===== config.mk =====
export PLATFORM = sky130hd
export DESIGN_NAME = lkd_acq_supervisor
export DESIGN_NICKNAME = d
export VERILOG_FILES = /design/src/rtl/lkd_pkg.sv /design/src/rtl/lkd_race.sv /design/src/rtl/lkd_verify_ctr.sv /design/src/rtl/lkd_hold_ctr.sv /design/src/rtl/lkd_acq_supervisor.sv
export SDC_FILE = /design/constraint.sdc
export NUM_CORES = 1
export LEC_CHECK = 0
export ABC_AREA = 1
export BUFFER_PORTS_ARGS = -buffer_cell sky130_fd_sc_hd__buf_2
export CAP_MARGIN = 5
export CORE_MARGIN = 2
export CORE_UTILIZATION = 50
export DETAILED_ROUTE_END_ITERATION = 16
export HOLD_SLACK_MARGIN = 0.15
export PLACE_DENSITY = 0.75
export SETUP_SLACK_MARGIN = 0.1
export SLEW_MARGIN = 20
export SYNTH_ARGS = -nofsm -noshare
export SYNTH_HDL_FRONTEND = slang
export SYNTH_SLANG_ARGS = --single-unit

===== constraint.sdc =====
create_clock -name clk -period 3.8 [get_ports clk]
set_input_delay 0.38 -clock clk [delete_from_list [all_inputs] [get_ports clk]]
set_output_delay 0.38 -clock clk [all_outputs]
set_load 0.02 [all_outputs]

===== src/rtl/lkd_pkg.sv =====
`timescale 1ns/1ps
package lkd_pkg;

    typedef enum logic [1:0] {
        ST_SEARCH = 2'b00,
        ST_VERIFY = 2'b01,
        ST_LOCK   = 2'b10,
        ST_FALSE  = 2'b11
    } acq_state_e;

    // Outcome of one race on the current sample
    typedef struct packed {
        logic acc_win;
        logic cnt_win;
    } race_ev_t;

    function automatic logic is_acq_state(acq_state_e s);
        return (s == ST_SEARCH) || (s == ST_VERIFY);
    endfunction

    // Next-state decision from the race outcomes of this sample
    function automatic acq_state_e next_state(
        acq_state_e cur,
        race_ev_t   ph,
        race_ev_t   fl,
        logic       ver_done,
        logic       hold_done
    );
        acq_state_e nx;
        nx = cur;
        case (cur)
            ST_SEARCH: begin
                if (ph.acc_win)      nx = ST_VERIFY;
                else if (ph.cnt_win) nx = ST_SEARCH;
            end
            ST_VERIFY: begin
                if (ph.acc_win)      nx = ver_done ? ST_LOCK : ST_VERIFY;
                else if (ph.cnt_win) nx = ST_SEARCH;
            end
            ST_LOCK: begin
                if (fl.acc_win)      nx = ST_FALSE;
                else if (fl.cnt_win) nx = ST_LOCK;
            end
            ST_FALSE: begin
                if (hold_done)       nx = ST_SEARCH;
            end
            default:                 nx = ST_SEARCH;
        endcase
        return nx;
    endfunction

endpackage


===== src/rtl/lkd_race.sv =====
`timescale 1ns/1ps
module lkd_race
    import lkd_pkg::*;
#(
    parameter int ACC_W = 8,
    parameter int CNT_W = 10
) (
    input  logic             clk,
    input  logic             rst,
    input  logic             clear,
    input  logic             step,
    input  logic             hit,
    input  logic [ACC_W-1:0] thresh,
    input  logic [CNT_W-1:0] len,
    output logic [ACC_W-1:0] acc_o,
    output logic [CNT_W-1:0] cnt_o,
    output race_ev_t         ev_o
);
    localparam int AW1 = ACC_W + 1;
    localparam int CW1 = CNT_W + 1;

    logic [ACC_W-1:0] acc_q;
    logic [CNT_W-1:0] cnt_q;
    logic [AW1-1:0]   acc_nx;
    logic [CW1-1:0]   cnt_nx;
    race_ev_t         ev;

    always_comb begin
        acc_nx     = {1'b0, acc_q} + {{ACC_W{1'b0}}, hit};
        cnt_nx     = {1'b0, cnt_q} + {{CNT_W{1'b0}}, 1'b1};
        ev.acc_win = step && (acc_nx >= {1'b0, thresh});
        ev.cnt_win = step && !ev.acc_win && (cnt_nx >= {1'b0, len});
    end

    always_ff @(posedge clk) begin
        if (rst || clear) begin
            acc_q <= '0;
            cnt_q <= '0;
        end else if (step) begin
            if (ev.acc_win || ev.cnt_win) begin
                acc_q <= '0;
                cnt_q <= '0;
            end else begin
                acc_q <= acc_nx[ACC_W-1:0];
                cnt_q <= cnt_nx[CNT_W-1:0];
            end
        end
    end

    assign acc_o = acc_q;
    assign cnt_o = cnt_q;
    assign ev_o  = ev;

    AST_ACC_NOT_AHEAD: assert property (@(posedge clk) disable iff (rst)
        {{(CNT_W > ACC_W ? CNT_W - ACC_W : 0){1'b0}}, acc_q} <= cnt_q);

    AST_WIN_CLEARS: assert property (@(posedge clk) disable iff (rst)
        (ev.acc_win || ev.cnt_win) |=> (acc_q == '0 && cnt_q == '0));

    AST_IDLE_HOLDS: assert property (@(posedge clk) disable iff (rst)
        (!step && !clear) |=> ($stable(acc_q) && $stable(cnt_q)));

endmodule


===== src/rtl/lkd_verify_ctr.sv =====
`timescale 1ns/1ps
module lkd_verify_ctr #(
    parameter int VER_W = 4
) (
    input  logic             clk,
    input  logic             rst,
    input  logic             clr,
    input  logic             inc,
    input  logic [VER_W-1:0] need,
    output logic [VER_W-1:0] cnt_o,
    output logic             done_o
);
    localparam int VW1 = VER_W + 1;

    logic [VER_W-1:0] cnt_q;
    logic [VER_W-1:0] need_eff;
    logic [VW1-1:0]   cnt_nx;

    always_comb begin
        need_eff = (need == '0) ? {{(VER_W-1){1'b0}}, 1'b1} : need;
        cnt_nx   = {1'b0, cnt_q} + {{VER_W{1'b0}}, 1'b1};
        done_o   = inc && (cnt_nx >= {1'b0, need_eff});
    end

    always_ff @(posedge clk) begin
        if (rst || clr) begin
            cnt_q <= '0;
        end else if (inc && !cnt_nx[VER_W]) begin
            cnt_q <= cnt_nx[VER_W-1:0];
        end
    end

    assign cnt_o = cnt_q;

    AST_VCNT_STEP: assert property (@(posedge clk) disable iff (rst)
        (inc && !clr && cnt_q != '1) |=> (cnt_q == $past(cnt_q) + 1'b1));

    AST_VCNT_CLEAR: assert property (@(posedge clk) disable iff (rst)
        clr |=> (cnt_q == '0));

endmodule


===== src/rtl/lkd_hold_ctr.sv =====
`timescale 1ns/1ps
module lkd_hold_ctr #(
    parameter int CNT_W = 10
) (
    input  logic             clk,
    input  logic             rst,
    input  logic             clr,
    input  logic             step,
    input  logic [CNT_W-1:0] len,
    output logic [CNT_W-1:0] cnt_o,
    output logic             done_o
);
    localparam int CW1 = CNT_W + 1;

    logic [CNT_W-1:0] cnt_q;
    logic [CW1-1:0]   cnt_nx;

    always_comb begin
        cnt_nx = {1'b0, cnt_q} + {{CNT_W{1'b0}}, 1'b1};
        done_o = step && (cnt_nx >= {1'b0, len});
    end

    always_ff @(posedge clk) begin
        if (rst || clr || done_o) begin
            cnt_q <= '0;
        end else if (step) begin
            cnt_q <= cnt_nx[CNT_W-1:0];
        end
    end

    assign cnt_o = cnt_q;

    AST_HOLD_IDLE: assert property (@(posedge clk) disable iff (rst)
        (!step && !clr) |=> $stable(cnt_q));

    AST_HOLD_DONE_CLR: assert property (@(posedge clk) disable iff (rst)
        done_o |=> (cnt_q == '0));

endmodule


===== src/rtl/lkd_acq_supervisor.sv =====
`timescale 1ns/1ps
module lkd_acq_supervisor
    import lkd_pkg::*;
#(
    parameter int ACC_W = 8,
    parameter int CNT_W = 10,
    parameter int VER_W = 4
) (
    input  logic             clk,
    input  logic             rst,
    input  logic             smp_vld,
    input  logic             err_ok,
    input  logic             fl_ind,
    input  logic [ACC_W-1:0] acc_thresh,
    input  logic [CNT_W-1:0] int_len,
    input  logic [VER_W-1:0] verify_need,
    input  logic [ACC_W-1:0] fl_thresh,
    input  logic [CNT_W-1:0] lock_len,
    input  logic [CNT_W-1:0] hold_len,
    output logic [1:0]       state_o,
    output logic             locked_o,
    output logic [ACC_W-1:0] pe_acc_o,
    output logic [CNT_W-1:0] int_cnt_o,
    output logic [VER_W-1:0] verify_cnt_o,
    output logic [ACC_W-1:0] fl_acc_o,
    output logic [CNT_W-1:0] lock_cnt_o,
    output logic [CNT_W-1:0] hold_cnt_o
);
    acq_state_e state_q;
    acq_state_e state_d;

    logic     ph_step, fl_step, hold_step;
    logic     ph_clr, fl_clr, hold_clr;
    race_ev_t ph_ev, fl_ev;
    logic     ver_inc, ver_clr, ver_done;
    logic     hold_done;

    always_comb begin
        ph_step   = smp_vld && is_acq_state(state_q);
        fl_step   = smp_vld && (state_q == ST_LOCK);
        hold_step = smp_vld && (state_q == ST_FALSE);
        ph_clr    = !is_acq_state(state_q);
        fl_clr    = (state_q != ST_LOCK);
        hold_clr  = (state_q != ST_FALSE);
    end

    // Phase-error race, active during acquisition
    lkd_race #(.ACC_W(ACC_W), .CNT_W(CNT_W)) u_ph_race (
        .clk    (clk),
        .rst    (rst),
        .clear  (ph_clr),
        .step   (ph_step),
        .hit    (err_ok && ph_step),
        .thresh (acc_thresh),
        .len    (int_len),
        .acc_o  (pe_acc_o),
        .cnt_o  (int_cnt_o),
        .ev_o   (ph_ev)
    );

    // False-lock race, active while locked
    lkd_race #(.ACC_W(ACC_W), .CNT_W(CNT_W)) u_fl_race (
        .clk    (clk),
        .rst    (rst),
        .clear  (fl_clr),
        .step   (fl_step),
        .hit    (fl_ind && fl_step),
        .thresh (fl_thresh),
        .len    (lock_len),
        .acc_o  (fl_acc_o),
        .cnt_o  (lock_cnt_o),
        .ev_o   (fl_ev)
    );

    always_comb begin
        ver_inc = ph_ev.acc_win && (state_q == ST_VERIFY);
        state_d = next_state(state_q, ph_ev, fl_ev, ver_done, hold_done);
        ver_clr = (state_d == ST_SEARCH) && (state_q != ST_SEARCH);
    end

    lkd_verify_ctr #(.VER_W(VER_W)) u_verify (
        .clk    (clk),
        .rst    (rst),
        .clr    (ver_clr),
        .inc    (ver_inc),
        .need   (verify_need),
        .cnt_o  (verify_cnt_o),
        .done_o (ver_done)
    );

    lkd_hold_ctr #(.CNT_W(CNT_W)) u_hold (
        .clk    (clk),
        .rst    (rst),
        .clr    (hold_clr),
        .step   (hold_step),
        .len    (hold_len),
        .cnt_o  (hold_cnt_o),
        .done_o (hold_done)
    );

    always_ff @(posedge clk) begin
        if (rst) state_q <= ST_SEARCH;
        else     state_q <= state_d;
    end

    assign state_o  = state_q;
    assign locked_o = (state_q == ST_LOCK);

    AST_SEARCH_EXITS: assert property (@(posedge clk) disable iff (rst)
        (state_q == ST_SEARCH) |=> (state_q == ST_SEARCH || state_q == ST_VERIFY));

    AST_VERIFY_EXITS: assert property (@(posedge clk) disable iff (rst)
        (state_q == ST_VERIFY) |=> (state_q != ST_FALSE));

    AST_LOCK_EXITS: assert property (@(posedge clk) disable iff (rst)
        (state_q == ST_LOCK) |=> (state_q == ST_LOCK || state_q == ST_FALSE));

    AST_FALSE_EXITS: assert property (@(posedge clk) disable iff (rst)
        (state_q == ST_FALSE) |=> (state_q == ST_FALSE || state_q == ST_SEARCH));

    AST_NO_SAMPLE_NO_MOVE: assert property (@(posedge clk) disable iff (rst)
        !smp_vld |=> $stable(state_q));

    AST_SEARCH_VCNT_ZERO: assert property (@(posedge clk) disable iff (rst)
        (state_q == ST_SEARCH) |-> (verify_cnt_o == '0));

    AST_PH_IDLE_ZERO: assert property (@(posedge clk) disable iff (rst)
        !is_acq_state(state_q) |-> (pe_acc_o == '0 && int_cnt_o == '0));

    AST_FL_IDLE_ZERO: assert property (@(posedge clk) disable iff (rst)
        (state_q != ST_LOCK) |-> (fl_acc_o == '0 && lock_cnt_o == '0));

    AST_HOLD_IDLE_ZERO: assert property (@(posedge clk) disable iff (rst)
        (state_q != ST_FALSE) |-> (hold_cnt_o == '0));

endmodule


==> results_dict.tcl <==
set metrics [dict create \
    drc_errors 0 \
    critPathLaunch "state_o[1]" \
    synth.area.top_cells "dfxtp_1, ha_1, nand2_1" \
    cts.sinks 52 \
    cp.required_ns 4.02 \
    endpoint_kind "flop" \
    synth.avg_cell_area_um2 6.59 \
    clk_pin_slew_worst_paths_ns 0.10 \
    period_minus_slack_ns 3.27 \
    drv_cap 0 \
    max-slew-margin-rel_pct 57.3 \
    crit_fanout 13 \
    start_util_pct 51.2 \
    antenna_left 0 \
    hold_viol_final 0 \
    dpl.hpwl_mm 7.92 \
    setup_viol 0 \
    min_path_type "in -> reg" \
    grt_start_max_net_pins 20 \
    ios 108 \
    ys_warn_count 0 \
    crit_type "reg -> reg" \
    syn-num-nets 748 \
    vias_per_cell 4.89 \
    finalSetupTns_ns 0 \
    postPlaceCellArea_um2 4850 \
    netlist_instances 635 \
    drt-total-wl_mm 9.66 \
    status "finished clean" \
    antenna_found_initial 0 \
    ff2ff_path_depth 24 \
    clockBufferDepth 2 \
    fin_nets 861 \
    ys_seq_area_share_pct 24.9 \
    insertion_delay_ns 0.31 \
    firstDrtPassIters 4 \
    cpMostUsedCell "nand2_1" \
    rsz0062_at_grt "no" \
    grt_pass1_vias 3740 \
    track_usage_pct 21.3 \
    cpMaxStageDelayCell "dfxtp_1" \
    tightestPinTransition_ns 0.639 \
    reg2reg_slack_ns 0.53 \
    period_share_pct 86.1 \
    ctsRootBufferMaster "clkbuf_8" \
    hold_depth 2 \
    cp-start-kind "flop" \
    max_freq_mhz 306 \
    fin_area_um2 4990 \
    die_w_um 95.5 \
    synth-seq-cells 52 \
    die_h_um 95.5 \
    netlist.area_leader.share_pct 24.9 \
    power_density_nw_per_um2 214 \
    yosys.area.top_type "dfxtp_1" \
    skew_ns 0.00705 \
    cp_slowest_stage_delay_ns 0.42 \
    post_drt_wl_per_cell_um 11.3 \
    grt_pass1_wl_mm 15.8 \
    layout-drive-gt1-share_pct 17.9 \
    dr_total_vias 4177 \
    fin_util_pct 61.1 \
    rows 33 \
    htreeDepth 2 \
    place.gp.congestion 0.865 \
    ys_types 32 \
    n_antenna_cell 0 \
    drtIter0Drc 134 \
    cts_buffers 5 \
    min_from "smp_vld" \
    worstPathCellList "inv_1 > nor2_2 > inv_1 > nor2_1 > inv_1 > nor2_1 > ha_1 > ha_1 > nand2_1 > nor2_1 > xor2_1 > ha_1 > nand2_1 > inv_1 > o21ai_0 > nand3_1 > nand2_1 > nand2_1 > nand2_1 > nand4_1 > a21oi_4 > buf_6 > nand2_1 > a21oi_1" \
    area_delta_synth_final_pct 19.4 \
    irDropWorstVdd_mv 0.163 \
    cp.arrival_ns 3.50 \
    netlist_area_um2 4180 \
    slew_violations 0 \
    globalRouteOverflowTotal 0 \
    place.port_buffers 107 \
    cts_tree "built" \
    core_area_um2 8180 \
    r2r_start "state_o[1]" \
    cellLeakagePower_uw 0.00280 \
    cts_hold_buf 0 \
    die_area_um2 9110 \
]
## worst max-delay path: cells and delay by family (launching register included)
| family | cells | cell delay [ns] |
|---|---|---|
| simple gates | 12 | 1.07 |
| fa+ha+maj | 3 | 0.64 |
| buf+inv | 5 | 0.46 |
| flops | 1 | 0.42 |
| compound gates | 3 | 0.36 |
| xor+xnor | 1 | 0.23 |
## power breakdown
group          internal, µW  leakage [µW]  switching (µW)
combinational          56.3       0.00232            70.8
sequential              548      0.000419            3.39
clock                   199     0.0000548             193
## routing by layer
layer  up-vias  part of all wire, %  global-route usage, %
li1       2215                    -                      -
met1      1853                   44                   26.2
met2       104                   50                   39.3
met3         5                  5.7                   3.79
met4         0                 0.63                   3.45
met5         -                    0                      0
## logic make-up (layout without fill, tap and decap cells)
family	after synthesis	in the layout	synth area share, %
buffers and inverters	137	251	12.5
AND/OR/NAND/NOR	269	269	26.7
adder cells (fa/ha/maj)	58	58	17.3
XOR/XNOR	34	34	7.12
AO/OA/AOI/OAI	85	85	11.5
flip-flops	52	52	24.9
## synthesized netlist by cell type, drive strengths merged
cell / instances
nand2: 171
clkbuf: 6
buf: 2
nor2: 56
a31o: 1
o21a: 1
a21oi: 59
a211oi: 9
xor2: 29
a21o: 4
a21boi: 1
nand3b: 2
ha: 58
clkinv: 1
dfxtp: 52
nor3: 7
o21ai: 5
nand3: 22
nand4: 11
o21bai: 2
xnor2: 5
inv: 128
o211ai: 1
a31oi: 2
## per-stage QoR
| stage | hold slack (ns) | instances | setup WS [ns] | total power (µW) |
|---|---|---|---|---|
| finish | 0.294 | 854 | 0.530 | 1070 |
| global route | 0.291 | 854 | 0.109 | 1120 |
| CTS | 0.286 | 852 | 0.401 | 1080 |
| detailed placement | 0.482 | 844 | 0.315 | 691 |
| global placement | 0.474 | 844 | 0.437 | 686 |
| floorplan | 0.479 | 635 | 0.118 | 638 |
## layout by cell type, fill, tap and decap left out, types with 5 or more instances in the layout
cell / instances
nand4_1: 11
o21ai_0: 5
xor2_1: 29
nand2_1: 169
nor2_1: 51
xnor2_1: 5
clkbuf_8: 5
a21oi_1: 58
nor3_1: 6
a211oi_1: 9
dfxtp_1: 52
buf_4: 6
buf_2: 107
inv_1: 127
nand3_1: 21
ha_1: 58
## final cells by class
type	count	area, µm²
clock buffers	5	68.8
repair buffers	114	592
well taps	105	131
clock inverters	3	46.3
inverters	129	484
flip-flops and latches	52	1040
multi-input cells	446	2630
fillers	788	3180
## timing repair
item | 4_1_cts | 5_1_grt
hold endpoints to repair | 0 | 0
setup endpoints to repair | 0 | 21
resized for setup | 0 | 3
setup buffers | 0 | 2
## path summary, 6_finish.rpt
kind                                      endpoint
worst min register to register  u_fl_race.acc_o[0]
worst min-delay path            u_ph_race.cnt_o[0]
worst max register to register  u_fl_race.acc_o[3]
worst max-delay path            u_fl_race.acc_o[3]
## registers in the layout, indices dropped and copies added, names as in the netlist
register,flops
u_fl_race.acc_o,8
u_verify.cnt_o,4
u_hold.cnt_o,10
u_fl_race.cnt_o,10
u_ph_race.acc_o,8
state_o,2
u_ph_race.cnt_o,10
Power figures use the tool's default switching activity.
